<file path="src/rtl/pd_pkg.sv">
`timescale 1ns/1ps
package pd_pkg;
    typedef enum logic [1:0] {
        ST_IDLE  = 2'd0,
        ST_CONF1 = 2'd1,
        ST_CONF2 = 2'd2,
        ST_HELD  = 2'd3
    } qual_state_e;

    localparam int CB_MRST   = 0;
    localparam int CB_IGNORE = 1;
    localparam int CB_OR     = 4;
    localparam int CB_ACC_A  = 5;
    localparam int CB_ACC_B  = 6;
    localparam int CB_EXT    = 7;
    localparam int CB_ENERGY = 8;
    localparam int CB_ACORR  = 9;
    localparam int CTRL_W    = 10;
endpackage

</file>
<file path="src/rtl/pd_ant_cmp.sv">
`timescale 1ns/1ps
module pd_ant_cmp #(
    parameter int RATIO_W = 8,
    parameter int POWER_W = 16
) (
    input  logic               enable,
    input  logic [RATIO_W-1:0] ratio,
    input  logic [POWER_W-1:0] power,
    input  logic [RATIO_W-1:0] ratio_thr,
    input  logic [POWER_W-1:0] power_min,
    output logic               hit
);
    always_comb begin
        hit = enable && (ratio >= ratio_thr) && (power >= power_min);
    end
endmodule

</file>
<file path="src/rtl/pd_pair_comb.sv">
`timescale 1ns/1ps
module pd_pair_comb #(
    parameter int WIN = 8
) (
    input  logic clk,
    input  logic rst_n,
    input  logic clr,
    input  logic or_mode,
    input  logic hit_a,
    input  logic hit_b,
    output logic evt
);
    localparam int CW = (WIN > 2) ? $clog2(WIN) : 1;

    logic [1:0]    hits;
    logic [1:0]    recent;
    logic [CW-1:0] age [2];

    assign hits = {hit_b, hit_a};

    always_comb begin
        if (or_mode)
            evt = hit_a | hit_b;
        else
            evt = (hit_a & (hit_b | recent[1])) | (hit_b & recent[0]);
    end

    for (genvar g = 0; g < 2; g++) begin : g_age
        assign recent[g] = (age[g] != '0);
        always_ff @(posedge clk or negedge rst_n) begin
            if (!rst_n)
                age[g] <= '0;
            else if (clr || evt)
                age[g] <= '0;
            else if (hits[g])
                age[g] <= CW'(WIN - 1);
            else if (recent[g])
                age[g] <= age[g] - 1'b1;
        end
    end


    and_pair_chk: assert property (@(posedge clk) disable iff (!rst_n)
        (!or_mode && evt) |-> (hit_a || hit_b));
endmodule

</file>
<file path="src/rtl/pd_qual_fsm.sv">
`timescale 1ns/1ps
module pd_qual_fsm
    import pd_pkg::*;
#(
    parameter int TMO = 256
) (
    input  logic clk,
    input  logic rst_n,
    input  logic clr,
    input  logic raw_det,
    input  logic lc_hit,
    input  logic need_one,
    input  logic need_two,
    input  logic done,
    output logic det_pulse,
    output logic busy
);
    localparam int TW = (TMO > 2) ? $clog2(TMO) : 1;
    localparam logic [TW-1:0] T_LAST = TW'(TMO - 1);

    qual_state_e   state, nxt_state;
    logic [TW-1:0] timer, nxt_timer;
    logic          declare;
    logic          pulse_q;

    always_comb begin
        nxt_state = state;
        nxt_timer = timer;
        declare   = 1'b0;
        unique case (state)
            ST_IDLE: begin
                nxt_timer = '0;
                if (raw_det) begin
                    if (need_one || need_two) begin
                        nxt_state = ST_CONF1;
                    end else begin
                        nxt_state = ST_HELD;
                        declare   = 1'b1;
                    end
                end
            end
            ST_CONF1: begin
                nxt_timer = timer + 1'b1;
                if (lc_hit) begin
                    if (need_two) begin
                        nxt_state = ST_CONF2;
                    end else begin
                        nxt_state = ST_HELD;
                        declare   = 1'b1;
                    end
                end else if (timer == T_LAST) begin
                    nxt_state = ST_IDLE;
                end
            end
            ST_CONF2: begin
                nxt_timer = timer + 1'b1;
                if (lc_hit) begin
                    nxt_state = ST_HELD;
                    declare   = 1'b1;
                end else if (timer == T_LAST) begin
                    nxt_state = ST_IDLE;
                end
            end
            ST_HELD: begin
                if (done)
                    nxt_state = ST_IDLE;
            end
        endcase
    end

    always_ff @(posedge clk or negedge rst_n) begin
        if (!rst_n) begin
            state <= ST_IDLE;
            timer <= '0;
        end else if (clr) begin
            state <= ST_IDLE;
            timer <= '0;
        end else begin
            state <= nxt_state;
            timer <= nxt_timer;
        end
    end

    always_ff @(posedge clk or negedge rst_n) begin
        if (!rst_n)
            pulse_q <= 1'b0;
        else
            pulse_q <= declare && !clr;
    end

    assign det_pulse = pulse_q;
    assign busy      = (state == ST_HELD);


    single_pulse_chk: assert property (@(posedge clk) disable iff (!rst_n)
        det_pulse |=> !det_pulse);

    pulse_busy_chk: assert property (@(posedge clk) disable iff (!rst_n)
        det_pulse |-> busy);

    busy_hold_chk: assert property (@(posedge clk) disable iff (!rst_n)
        (busy && !done && !clr) |=> busy);

    lc_confirm_chk: assert property (@(posedge clk) disable iff (!rst_n)
        (det_pulse && $past(state) != ST_IDLE) |-> $past(lc_hit));

    clear_chk: assert property (@(posedge clk) disable iff (!rst_n)
        clr |=> (!busy && !det_pulse));
endmodule

</file>
<file path="src/rtl/pd_qualifier.sv">
`timescale 1ns/1ps
module pd_qualifier
    import pd_pkg::*;
#(
    parameter int RATIO_W = 8,
    parameter int POWER_W = 16,
    parameter int WIN     = 8,
    parameter int TMO     = 256
) (
    input  logic               clk,
    input  logic               rst_n,
    input  logic [CTRL_W-1:0]  ctrl_word,
    input  logic               lc_need_one,
    input  logic               lc_need_two,
    input  logic [RATIO_W-1:0] ratio_thr,
    input  logic [POWER_W-1:0] power_min,
    input  logic [RATIO_W-1:0] ac_ratio_a,
    input  logic [POWER_W-1:0] ac_power_a,
    input  logic [RATIO_W-1:0] ac_ratio_b,
    input  logic [POWER_W-1:0] ac_power_b,
    input  logic               energy_det,
    input  logic               ext_det,
    input  logic               long_corr_hit,
    input  logic               rx_done,
    output logic               det_pulse,
    output logic               busy
);
    logic [RATIO_W-1:0] ratio_v [2];
    logic [POWER_W-1:0] power_v [2];
    logic [1:0]         accept;
    logic [1:0]         ant_hit;
    logic               pair_evt;
    logic               raw_det;
    logic               clr;

    assign ratio_v[0] = ac_ratio_a;
    assign ratio_v[1] = ac_ratio_b;
    assign power_v[0] = ac_power_a;
    assign power_v[1] = ac_power_b;
    assign accept     = {ctrl_word[CB_ACC_B], ctrl_word[CB_ACC_A]};
    assign clr        = ctrl_word[CB_MRST];

    for (genvar g = 0; g < 2; g++) begin : g_ant
        pd_ant_cmp #(.RATIO_W(RATIO_W), .POWER_W(POWER_W)) u_cmp (
            .enable    (ctrl_word[CB_ACORR] & accept[g]),
            .ratio     (ratio_v[g]),
            .power     (power_v[g]),
            .ratio_thr (ratio_thr),
            .power_min (power_min),
            .hit       (ant_hit[g])
        );
    end

    pd_pair_comb #(.WIN(WIN)) u_pair (
        .clk     (clk),
        .rst_n   (rst_n),
        .clr     (clr),
        .or_mode (ctrl_word[CB_OR]),
        .hit_a   (ant_hit[0]),
        .hit_b   (ant_hit[1]),
        .evt     (pair_evt)
    );

    always_comb begin
        raw_det = !ctrl_word[CB_IGNORE] &&
                  (pair_evt ||
                   (ctrl_word[CB_ENERGY] && energy_det) ||
                   (ctrl_word[CB_EXT] && ext_det));
    end

    pd_qual_fsm #(.TMO(TMO)) u_fsm (
        .clk       (clk),
        .rst_n     (rst_n),
        .clr       (clr),
        .raw_det   (raw_det),
        .lc_hit    (long_corr_hit),
        .need_one  (lc_need_one),
        .need_two  (lc_need_two),
        .done      (rx_done),
        .det_pulse (det_pulse),
        .busy      (busy)
    );
endmodule

</file>
<file path="config.mk">
export PLATFORM = sky130hd
export DESIGN_NAME = pd_qualifier
export DESIGN_NICKNAME = d
export VERILOG_FILES = /design/src/rtl/pd_pkg.sv /design/src/rtl/pd_ant_cmp.sv /design/src/rtl/pd_pair_comb.sv /design/src/rtl/pd_qual_fsm.sv /design/src/rtl/pd_qualifier.sv
export SDC_FILE = /design/constraint.sdc
export NUM_CORES = 1
export LEC_CHECK = 0
export BUFFER_PORTS_ARGS = -buffer_cell sky130_fd_sc_hd__buf_2
export CORE_ASPECT_RATIO = 1.2
export CORE_MARGIN = 4
export CORE_UTILIZATION = 28
export DETAILED_ROUTE_END_ITERATION = 16
export PLACE_DENSITY_LB_ADDON = 0.25
export SLEW_MARGIN = 0
export SYNTH_ARGS = -nofsm -noshare
export SYNTH_HDL_FRONTEND = slang
export SYNTH_SLANG_ARGS = --single-unit
</file>
<file path="constraint.sdc">
create_clock -name clk -period 2.4 [get_ports clk]
set_input_delay 0.48 -clock clk [delete_from_list [all_inputs] [get_ports clk]]
set_output_delay 0.48 -clock clk [all_outputs]
set_load 0.01 [all_outputs]
</file>
==> flow_summary.yaml, run 1 <==
timing:
  layout_setup_ws_ns: -0.00485
  finalSetupTns_ns: -0.00485
  finalSetupViolCount: 1
  layout_worst_path_cycle_share_pct: 100
  fmax_ghz: 0.416
  min_period_ns: 2.40
  rsz0062_at_grt: "true"
  report.final.slew_viol_count: 0
  worstMarginPinSlew_ns: 0.409
  finalClockSkew_ns: 0.00342
  hold_viol_final: 0
  max-slew-margin-rel_pct: 72.7
flow_run:
  cap_violations: 0
clock_network:
  cts_sinks: 17
  cts_buffers: 3
  clk_latency_ns: 0.25
  cts_hold_buf: 0
  cts.clk_slew.worst_paths_ns: 0.07
  cts_tree: "built"
  cts-htree-levels: 1
  cts-root-buf: "clkbuf_8"
  clk_path_buf_depth: 2
pwr:
  max-vdd-ir-drop_mv: 0.295
  p_leak_nw: 1.59
  pwr_density_cell_nw_per_um2: 446
critical_path:
  path_max_fanout: 5
  slowest_delay_ns: 0.32
  cpMaxStageDelayCell: "mux2_4"
  critical_path.cell_chain: "buf_2 -> inv_1 -> ha_1 -> a211oi_1 -> nor2_1 -> nor3_2 -> a21oi_2 -> o2111ai_4 -> a22oi_2 -> a211oi_2 -> mux2_4"
  reg2reg_slack_ns: 0.44
  path_class: "in2reg"
  crit_path_start_kind: "primary input"
  end_kind: "flip-flop"
  reg2reg_from: "u_fsm.timer[0]$_DFFE_PN0P_"
  crit_required_ns: 2.54
  cp.arrival_ns: 2.54
  rr_worst_depth: 8
  reg2reg_to: "u_fsm.state[1]$_DFFE_PN0P_"
grt:
  grt_pass1_vias: 2256
  antenna_found_initial: 0
  grt_pass1_wl_microns: 9030
  grt_max_degree: 18
  grt.total_usage_pct: 11.6
  grt_remaining_overflow: 0
synthesis:
  synth_top_cell_area_share_pct: 33.1
  synth_nets: 398
  synthCells: 251
  yosys.area.top_type: "ha_1"
  synthArstFlopShare_pct: 100
  ys_types: 45
  synthTopCellsByArea: "ha_1, dfrtp_1, inv_1, a21oi_1, o21ai_0"
  seq_area_frac_synth_pct: 19.7
  synth_edf_count: 0
  ys.flop_type: "dfrtp_1"
  synth.avg_cell_area_sq_um: 8.59
  yosysWarnings: 0
  ys_ff_latch: 17
  syn-cell-area_sq_um: 2160
status:
  violations: "negative setup slack"
  status: "finished, violations left"
drt:
  wl_microns: 5510
  m1WireLength_microns: 2330
  drc: 0
  routed-wl-met3_microns: 349
  drt-initial-drc-count: 31
  top_layer: "met4"
  route.met2.wl_microns: 2770
  wire_per_inst_microns: 12.3
  ant_nets: 0
  vias: 2158
  first_pass_iters: 4
  vias_per_cell: 4.81
layout:
  design_area_sq_um: 2990
  area_delta_synth_final_pct: 38.5
  layout-drive-gt1-share_pct: 37.6
  nFillCells: 751
  diodes: 0
  nets: 507
  fin_cells: 449
die:
  start_util_pct: 29.3
  die_w_microns: 88.1
  io_pins: 92
  dieArea_sq_um: 9180
  die_h_microns: 104
  fp-row-count: 34
  core_area_sq_um: 7360
min_path:
  min_path_type: "in2async"
placement:
  dpl.hpwl_microns: 4740
  port-buffer-count: 89
  dp.cells: 445
  gp_congestion: 0.817
  dpl_cell_area_sq_um: 2830
  place_ws_ns: -0.375
[Yosys cell counts, types with 2 or more instances]
master and count:
ha_1 57, inv_1 33, a21oi_1 20, o21ai_0 19, nor2_1 18, dfrtp_1 17
nand2_1 16, and3_1 5, nand2b_1 5, nor2b_1 5, a211oi_1 4, a21o_1 4
and4_1 3, nand3_1 3, o211ai_1 3, a211o_1 2, a22o_1 2, a31oi_1 2
mux2i_1 2, nand4_1 2, nor3_1 2, o2111ai_1 2, o21ai_1 2, xnor2_1 2
[logic make-up (layout without fill, tap and decap cells)]
logic type | Yosys count | after routing | share of synthesized area, %
XOR/XNOR | 3 | 3 | 1.22
AND/OR/NAND/NOR | 63 | 63 | 14.6
AO/OA/AOI/OAI | 74 | 74 | 23.9
flip-flops | 17 | 17 | 19.7
adder cells (fa/ha/maj) | 57 | 57 | 33.1
multiplexers | 3 | 3 | 1.62
buffers and inverters | 34 | 142 | 5.92
[cell type report]
type / instances / area (sq um) / share of cell area [%]
Multi-Input combinational cell: 200 / 1720 / 57.4
Timing Repair Buffer: 105 / 566 / 18.9
Sequential cell: 17 / 425 / 14.2
Inverter: 33 / 124 / 4.15
Tap cell: 90 / 113 / 3.77
Clock buffer: 4 / 45.0 / 1.51
[critical path, delay by kind of cell]
family,cells,cell delay [ns]
compound gates,5,1.01
mux,1,0.32
simple gates,2,0.30
fa+ha+maj,1,0.30
buf+inv,2,0.11
[repair_timing]
action | in CTS | in global routing
endpoints found under the hold margin | 0 | 0
gates resized for setup | 6 | 11
pin swaps | 2 | 14
setup buffers | 0 | 0
endpoints found under the setup margin | 1 | 8
[worst max-delay path by stage]
stage	end	from	slack, ns	cells past startpoint
2_1_floorplan	u_fsm.state[1]$_DFFE_PN0P_	power_min[2]	-0.08	10
5_1_grt	u_fsm.state[1]$_DFFE_PN0P_	power_min[7]	-0.09	11
3_5_place_dp	u_fsm.state[1]$_DFFE_PN0P_	power_min[9]	-0.37	11
3_3_place_gp	u_fsm.state[1]$_DFFE_PN0P_	power_min[9]	-0.35	11
4_1_cts	u_fsm.state[1]$_DFFE_PN0P_	power_min[1]	0.001	11
6_report	u_fsm.state[1]$_DFFE_PN0P_	power_min[9]	-0.005	11
[state kept, by name, indices dropped and copies added (netlist names)]
signal           flops
u_fsm.det_pulse      1
u_fsm.state          2
u_fsm.timer          8
u_pair.age           6
[routing by layer]
metal,GRT usage [%],vias to the layer above
met3,1.27,4
met2,21.6,56
met5,0,-
met1,14.0,971
li1,-,1127
met4,2.48,0
[metrics by stage]
step	hold slack [ns]	total power, mW	util [%]
2_1_floorplan	0.184	0.875	-
6_report	0.147	1.33	40.6
4_1_cts	0.159	1.33	39.6
3_5_place_dp	0.432	1.10	38.5
5_1_grt	0.174	1.48	40.6
3_3_place_gp	0.434	1.08	38.5
[power by group]
part           total (mW)  switching [mW]  leakage, nW  internal, mW
clock network       0.217          0.0991       0.0228         0.118
registers           0.388          0.0421        0.230         0.346
logic               0.729           0.371         1.34         0.358
total                1.33           0.512         1.59         0.822
[placed cells by master, fill, tap and decap left out, types with 3 or more instances in the layout]
cell      Yosys  routed
buf_2         0      89
ha_1         57      52
inv_1        33      30
o21ai_0      19      19
a21oi_1      20      19
nor2_1       18      18
dfrtp_1      17      17
nand2_1      16      16
buf_4         0      16
nor2b_1       5       5
nand2b_1      5       5
ha_4          0       5
a21o_1        4       4
and3_1        5       4
inv_2         0       3
o211ai_1      3       3
a211oi_1      4       3
nand3_1       3       3
clkbuf_8      0       3
No activity file was read; power rests on OpenSTA's default activity.
==> run 2, diff against run 1 <==
--- a/config.mk
+++ b/config.mk
@@ -11,7 +11,9 @@
 export CORE_UTILIZATION = 28
 export DETAILED_ROUTE_END_ITERATION = 16
 export PLACE_DENSITY_LB_ADDON = 0.25
+export RECOVER_POWER = 50
 export SLEW_MARGIN = 0
 export SYNTH_ARGS = -nofsm -noshare
 export SYNTH_HDL_FRONTEND = slang
+export SYNTH_HIERARCHICAL = 1
 export SYNTH_SLANG_ARGS = --single-unit
==> flow_summary.yaml, run 2 <==
drt:
  drc: 0
  wl_microns: 6070
  ant_nets: 0
  drt-initial-drc-count: 58
  vias: 2366
  first_pass_iters: 4
  wire_per_inst_microns: 12.0
  vias_per_cell: 4.68
  route.met2.wl_microns: 3280
  routed-wl-met3_microns: 295
  m1WireLength_microns: 2480
  top_layer: "met4"
timing:
  layout_worst_path_cycle_share_pct: 111
  fmax_ghz: 0.375
  max-slew-margin-rel_pct: 41.7
  min_period_ns: 2.67
  finalClockSkew_ns: 0.00159
  report.final.slew_viol_count: 0
  finalSetupViolCount: 3
  finalSetupTns_ns: -0.458
  rsz0062_at_grt: "true"
  worstMarginPinSlew_ns: 0.875
  hold_viol_final: 0
  layout_setup_ws_ns: -0.265
placement:
  dp.cells: 497
  port-buffer-count: 89
  dpl.hpwl_microns: 5020
  gp_congestion: 0.813
layout:
  nets: 540
  largest_register_ffs: 8
  area_delta_synth_final_pct: 52.2
  layout-drive-gt1-share_pct: 46.4
  layout_common_cells: "buf_2, inv_1, ha_1"
  nFillCells: 823
  layout_commonest_cell: "buf_2"
  largestRegisters: "u_fsm/timer x8, u_pair/age x6, u_fsm/state x2"
  fin_cells: 506
  diodes: 0
  regMostFlops: "u_fsm/timer"
die:
  io_pins: 92
  die_w_microns: 91.5
  start_util_pct: 28.8
  die_h_microns: 108
  fp-row-count: 36
  dieArea_sq_um: 9910
  core_area_sq_um: 8150
critical_path:
  path_max_fanout: 3
  endpoint: "u_fsm/state[1]$_DFFE_PN0P_"
  reg2reg_to: "u_fsm/state[1]$_DFFE_PN0P_"
  reg2reg_slack_ns: 0.47
  rr_worst_depth: 10
  crit_required_ns: 2.54
  path_class: "in2reg"
  crit_start: "power_min[10]"
  reg2reg_from: "u_pair/age[0]$_DFFE_PN0P_"
  cp.arrival_ns: 2.81
  crit_path_start_kind: "primary input"
  end_kind: "flip-flop"
pwr:
  max-vdd-ir-drop_mv: 0.517
  p_leak_nw: 1.78
  pwr_density_cell_nw_per_um2: 463
synthesis:
  synth_edf_count: 0
  synth_nets: 427
  seq_area_frac_synth_pct: 18.1
  synth.avg_cell_area_sq_um: 8.37
  yosysWarnings: 6
  synthTopCellsByArea: "ha_1, dfrtp_1, inv_1, a21oi_1, o21ai_0"
  syn-cell-area_sq_um: 2340
  synth_top_cell_area_share_pct: 30.4
  synthArstFlopShare_pct: 100
  ys_ff_latch: 17
  yosys-top-cells-count: "inv_1, ha_1, a21oi_1, dfrtp_1"
  ys_types: 46
  yosysMostFrequentCell: "inv_1"
  synthCells: 280
  yosys.area.top_type: "ha_1"
  ys.flop_type: "dfrtp_1"
status:
  status: "finished, violations left"
  violations: "negative setup slack"
clock_network:
  clk_latency_ns: 0.25
  cts-root-buf: "clkbuf_8"
  cts-htree-levels: 1
  cts_sinks: 17
  cts_hold_buf: 0
  cts_tree: "built"
  cts_buffers: 3
  cts.clk_slew.worst_paths_ns: 0.07
  clk_path_buf_depth: 2
flow_run:
  cap_violations: 0
grt:
  grt_max_degree: 18
  antenna_found_initial: 0
  grt_pass1_vias: 2380
  grt_remaining_overflow: 0
  grt.total_usage_pct: 11.8
  grt_pass1_wl_microns: 9930
min_path:
  min_path_type: "in2async"
## run 2: changes by cell type in the layout (fill, tap and decap cells not counted), moves of 6 or more
cell     delta
buf_2       -9
nor2_1     -11
nor3_1      +6
o21ai_0     -8
ha_1       -12
inv_1      +22
ha_4       +12
## run 2: how the worst min path moves through the flow
| stage | from | to | slack (ns) | depth (start not counted) |
|---|---|---|---|---|
| finish | rst_n | u_fsm/timer[7]$_DFFE_PN0P_ | 0.32 | 1 |
| global route | rst_n | u_fsm/timer[4]$_DFFE_PN0P_ | 0.40 | 1 |
| CTS | rst_n | u_fsm/timer[4]$_DFFE_PN0P_ | 0.15 | 1 |
| detailed placement | rst_n | u_fsm/timer[7]$_DFFE_PN0P_ | 0.42 | 1 |
| global placement | rst_n | u_fsm/timer[7]$_DFFE_PN0P_ | 0.43 | 1 |
| floorplan | rst_n | u_fsm/det_pulse$_DFF_PN0_ | 0.18 | 0 |
## run 2: worst max-delay path, stage by stage
cell and delay, ns:
buf_8 0.08, inv_4 0.03, ha_4 0.25, nand4_1 0.17
nor4_4 0.32, a221oi_2 0.11, a211oi_2 0.32, nor2_1 0.09
a211oi_2 0.31, a221oi_2 0.07, nor2_2 0.15, o22ai_2 0.12
buf_4 0.15, o21a_1 0.16
## run 2: cell type report
class	count	area, sq um	area share (%)
Multi-Input combinational cell	200	2030	57.0
Tap cell	114	143	4.00
Timing Repair Buffer	108	656	18.4
Clock inverter	1	5.00	0.140
Sequential cell	17	425	11.9
Inverter	63	267	7.47
Clock buffer	3	41.3	1.16
## run 2: per-stage QoR
stage | hold slack [ns] | instance area, sq um | util, % | power (mW) | setup slack (ns)
CTS | 0.147 | 3350 | 41.1 | 1.61 | -0.165
global placement | 0.426 | 3150 | 38.6 | 1.30 | -0.606
global route | 0.403 | 3570 | 43.8 | 1.82 | -0.436
detailed placement | 0.423 | 3150 | 38.6 | 1.32 | -0.644
finish | 0.322 | 3570 | 43.8 | 1.65 | -0.265
floorplan | 0.184 | 2450 | - | 1.05 | -0.327
## run 2: cell families (layout without fill, tap and decap cells)
| group | Yosys count | in the layout | synth area share (%) |
|---|---|---|---|
| AOI/OAI and AO/OA | 70 | 70 | 21.7 |
| muxes | 1 | 1 | 0.427 |
| xor gates and xnor gates | 3 | 3 | 1.12 |
| adders and majority gates | 57 | 57 | 30.4 |
| buffers and inverters | 63 | 175 | 10.1 |
| and+or+nand+nor | 69 | 69 | 18.1 |
| DFF | 17 | 17 | 18.1 |
## run 2: repair_timing
| item | CTS | global route |
|---|---|---|
| pin swaps | 21 | 22 |
| setup endpoints to repair | 8 | 9 |
| buffers inserted | 3 | 3 |
| resized for setup | 31 | 31 |
## run 2: power breakdown
part / total [mW] / switching (mW) / internal (mW)
combinational: 1.02 / 0.513 / 0.510
sequential: 0.421 / 0.0663 / 0.355
clock: 0.210 / 0.0952 / 0.115
total: 1.65 / 0.675 / 0.979
## run 2: metal layers
| layer | track usage [%] | up-vias |
|---|---|---|
| li1 | - | 1212 |
| met1 | 13.4 | 1098 |
| met2 | 23.8 | 54 |
| met3 | 2.02 | 2 |
| met4 | 0.862 | 0 |
| met5 | 0 | - |
==> run 3, diff against run 2 <==
==> constraint.sdc (replaced) <==
create_clock -name clk -period 2.7 [get_ports clk]
set_input_delay 0.54 -clock clk [delete_from_list [all_inputs] [get_ports clk]]
set_output_delay 0.54 -clock clk [all_outputs]
set_load 0.01 [all_outputs]
==> flow_summary.yaml, run 3 (same netlist as run 2, synthesis figures left out) <==
placement:
  place_ws_ns: -0.567
  port-buffer-count: 89
  dpl_cell_area_sq_um: 3160
  gp_congestion: 0.853
  dp.cells: 502
  dpl.hpwl_microns: 5050
die:
  dieArea_sq_um: 9910
  io_pins: 92
  die_h_microns: 108
  die_w_microns: 91.5
  fp-row-count: 36
  core_area_sq_um: 8150
  start_util_pct: 28.8
clock_network:
  cts-htree-levels: 1
  cts_sinks: 17
  cts_buffers: 3
  clk_path_buf_depth: 2
  cts_tree: "built"
  cts.clk_slew.worst_paths_ns: 0.07
  cts-root-buf: "clkbuf_8"
  clk_latency_ns: 0.24
timing:
  min_period_ns: 2.69
  report.final.slew_viol_count: 0
  layout_worst_path_cycle_share_pct: 99.5
  finalClockSkew_ns: 0.00115
  rsz0062_at_grt: "true"
  finalSetupTns_ns: 0
  max-slew-margin-rel_pct: 35.9
  finalSetupViolCount: 0
  layout_setup_ws_ns: 0.0144
  hold_viol_final: 0
  hold_ws_ns: 0.420
  fmax_ghz: 0.372
  worstMarginPinSlew_ns: 0.961
drt:
  vias: 2293
  drt-initial-drc-count: 39
  ant_nets: 0
  first_pass_iters: 4
  wl_microns: 5980
  drc: 0
  wire_per_inst_microns: 11.7
  vias_per_cell: 4.50
critical_path:
  cp.arrival_ns: 2.82
  path_class: "in2reg"
  crit_path_start_kind: "primary input"
  crit_required_ns: 2.84
  path_max_fanout: 3
  end_kind: "flip-flop"
grt:
  grt_pass1_wl_microns: 9870
  grt_pass1_vias: 2361
  grt.total_usage_pct: 11.7
  grt_max_degree: 18
  grt_remaining_overflow: 0
  antenna_found_initial: 0
min_path:
  min_path_type: "in2async"
layout:
  largestRegisters: "u_fsm/timer x8, u_pair/age x6, u_fsm/state x2"
  diodes: 0
  layout-drive-gt1-share_pct: 43.5
  layout_commonest_cell: "buf_2"
  largest_register_ffs: 8
  fin_cells: 509
  nets: 543
  design_area_sq_um: 3440
  final_util_pct: 42.2
  layout_common_cells: "buf_2, inv_1, ha_1"
  regMostFlops: "u_fsm/timer"
  area_delta_synth_final_pct: 46.7
pwr:
  p_leak_nw: 1.76
  p_total_mw: 1.40
  pwr_density_cell_nw_per_um2: 408
  max-vdd-ir-drop_mv: 0.486
flow_run:
  cap_violations: 0
status:
  status: "completed"
-- run 3: cell count changes in the layout (fill, tap and decap cells not counted), moves of 3 or more --
cell / delta
inv_4: -3
buf_4: +5
buf_8: -3
ha_4: -4
ha_1: +4
inv_2: +6
-- run 3: metal layers --
metal | up-vias | GRT usage [%] | wire length, microns
li1 | 1218 | - | -
met4 | 0 | 1.08 | 19
met3 | 2 | 2.16 | 293
met2 | 48 | 23.4 | 3110
met5 | - | 0 | 0
met1 | 1025 | 13.2 | 2550
-- run 3: final cells by class --
cell class / count / area, sq um
fill: 821 / 4710
multi-input combinational: 200 / 1930
timing repair buffer: 111 / 647
sequential: 17 / 425
inverter: 63 / 251
tap: 114 / 143
clock buffer: 3 / 41.3
clock inverter: 1 / 5.00
-- run 3: worst max-delay path, stage by stage --
cell and delay (ns):
buf_2 0.11, ha_1 0.27, nand2b_1 0.15, a211oi_2 0.19
o21ai_1 0.11, a221oi_2 0.32, buf_4 0.17, a211oi_2 0.04
nor2_1 0.15, a211oi_2 0.11, a221oi_2 0.18, nor2_1 0.09
o22ai_2 0.18, o21ai_1 0.09, o21a_1 0.11
-- run 3: worst paths after layout --
check	from	end	slack (ns)	cells after the start
max	ratio_thr[0]	u_fsm/state[1]$_DFFE_PN0P_	0.01	15
min	rst_n	u_fsm/state[1]$_DFFE_PN0P_	0.42	1
max reg2reg	u_pair/age[0]$_DFFE_PN0P_	u_fsm/state[1]$_DFFE_PN0P_	0.83	10
min reg2reg	u_fsm/timer[5]$_DFFE_PN0P_	u_fsm/timer[5]$_DFFE_PN0P_	0.53	1
max in group asynchronous	rst_n	u_pair/age[0]$_DFFE_PN0P_	1.70	1
min in group clk	u_fsm/timer[5]$_DFFE_PN0P_	u_fsm/timer[5]$_DFFE_PN0P_	0.53	1
-- run 3: repair_timing --
action,in CTS,in global routing
hold buffers,0,0
resized for setup,23,16
pin swaps,24,3
buffers inserted,2,2
setup endpoints to repair,2,3
-- run 3: report_power, final --
part | internal (mW) | total (mW) | switching, mW
logic | 0.420 | 0.850 | 0.430
registers | 0.315 | 0.369 | 0.0537
clock network | 0.102 | 0.185 | 0.0832
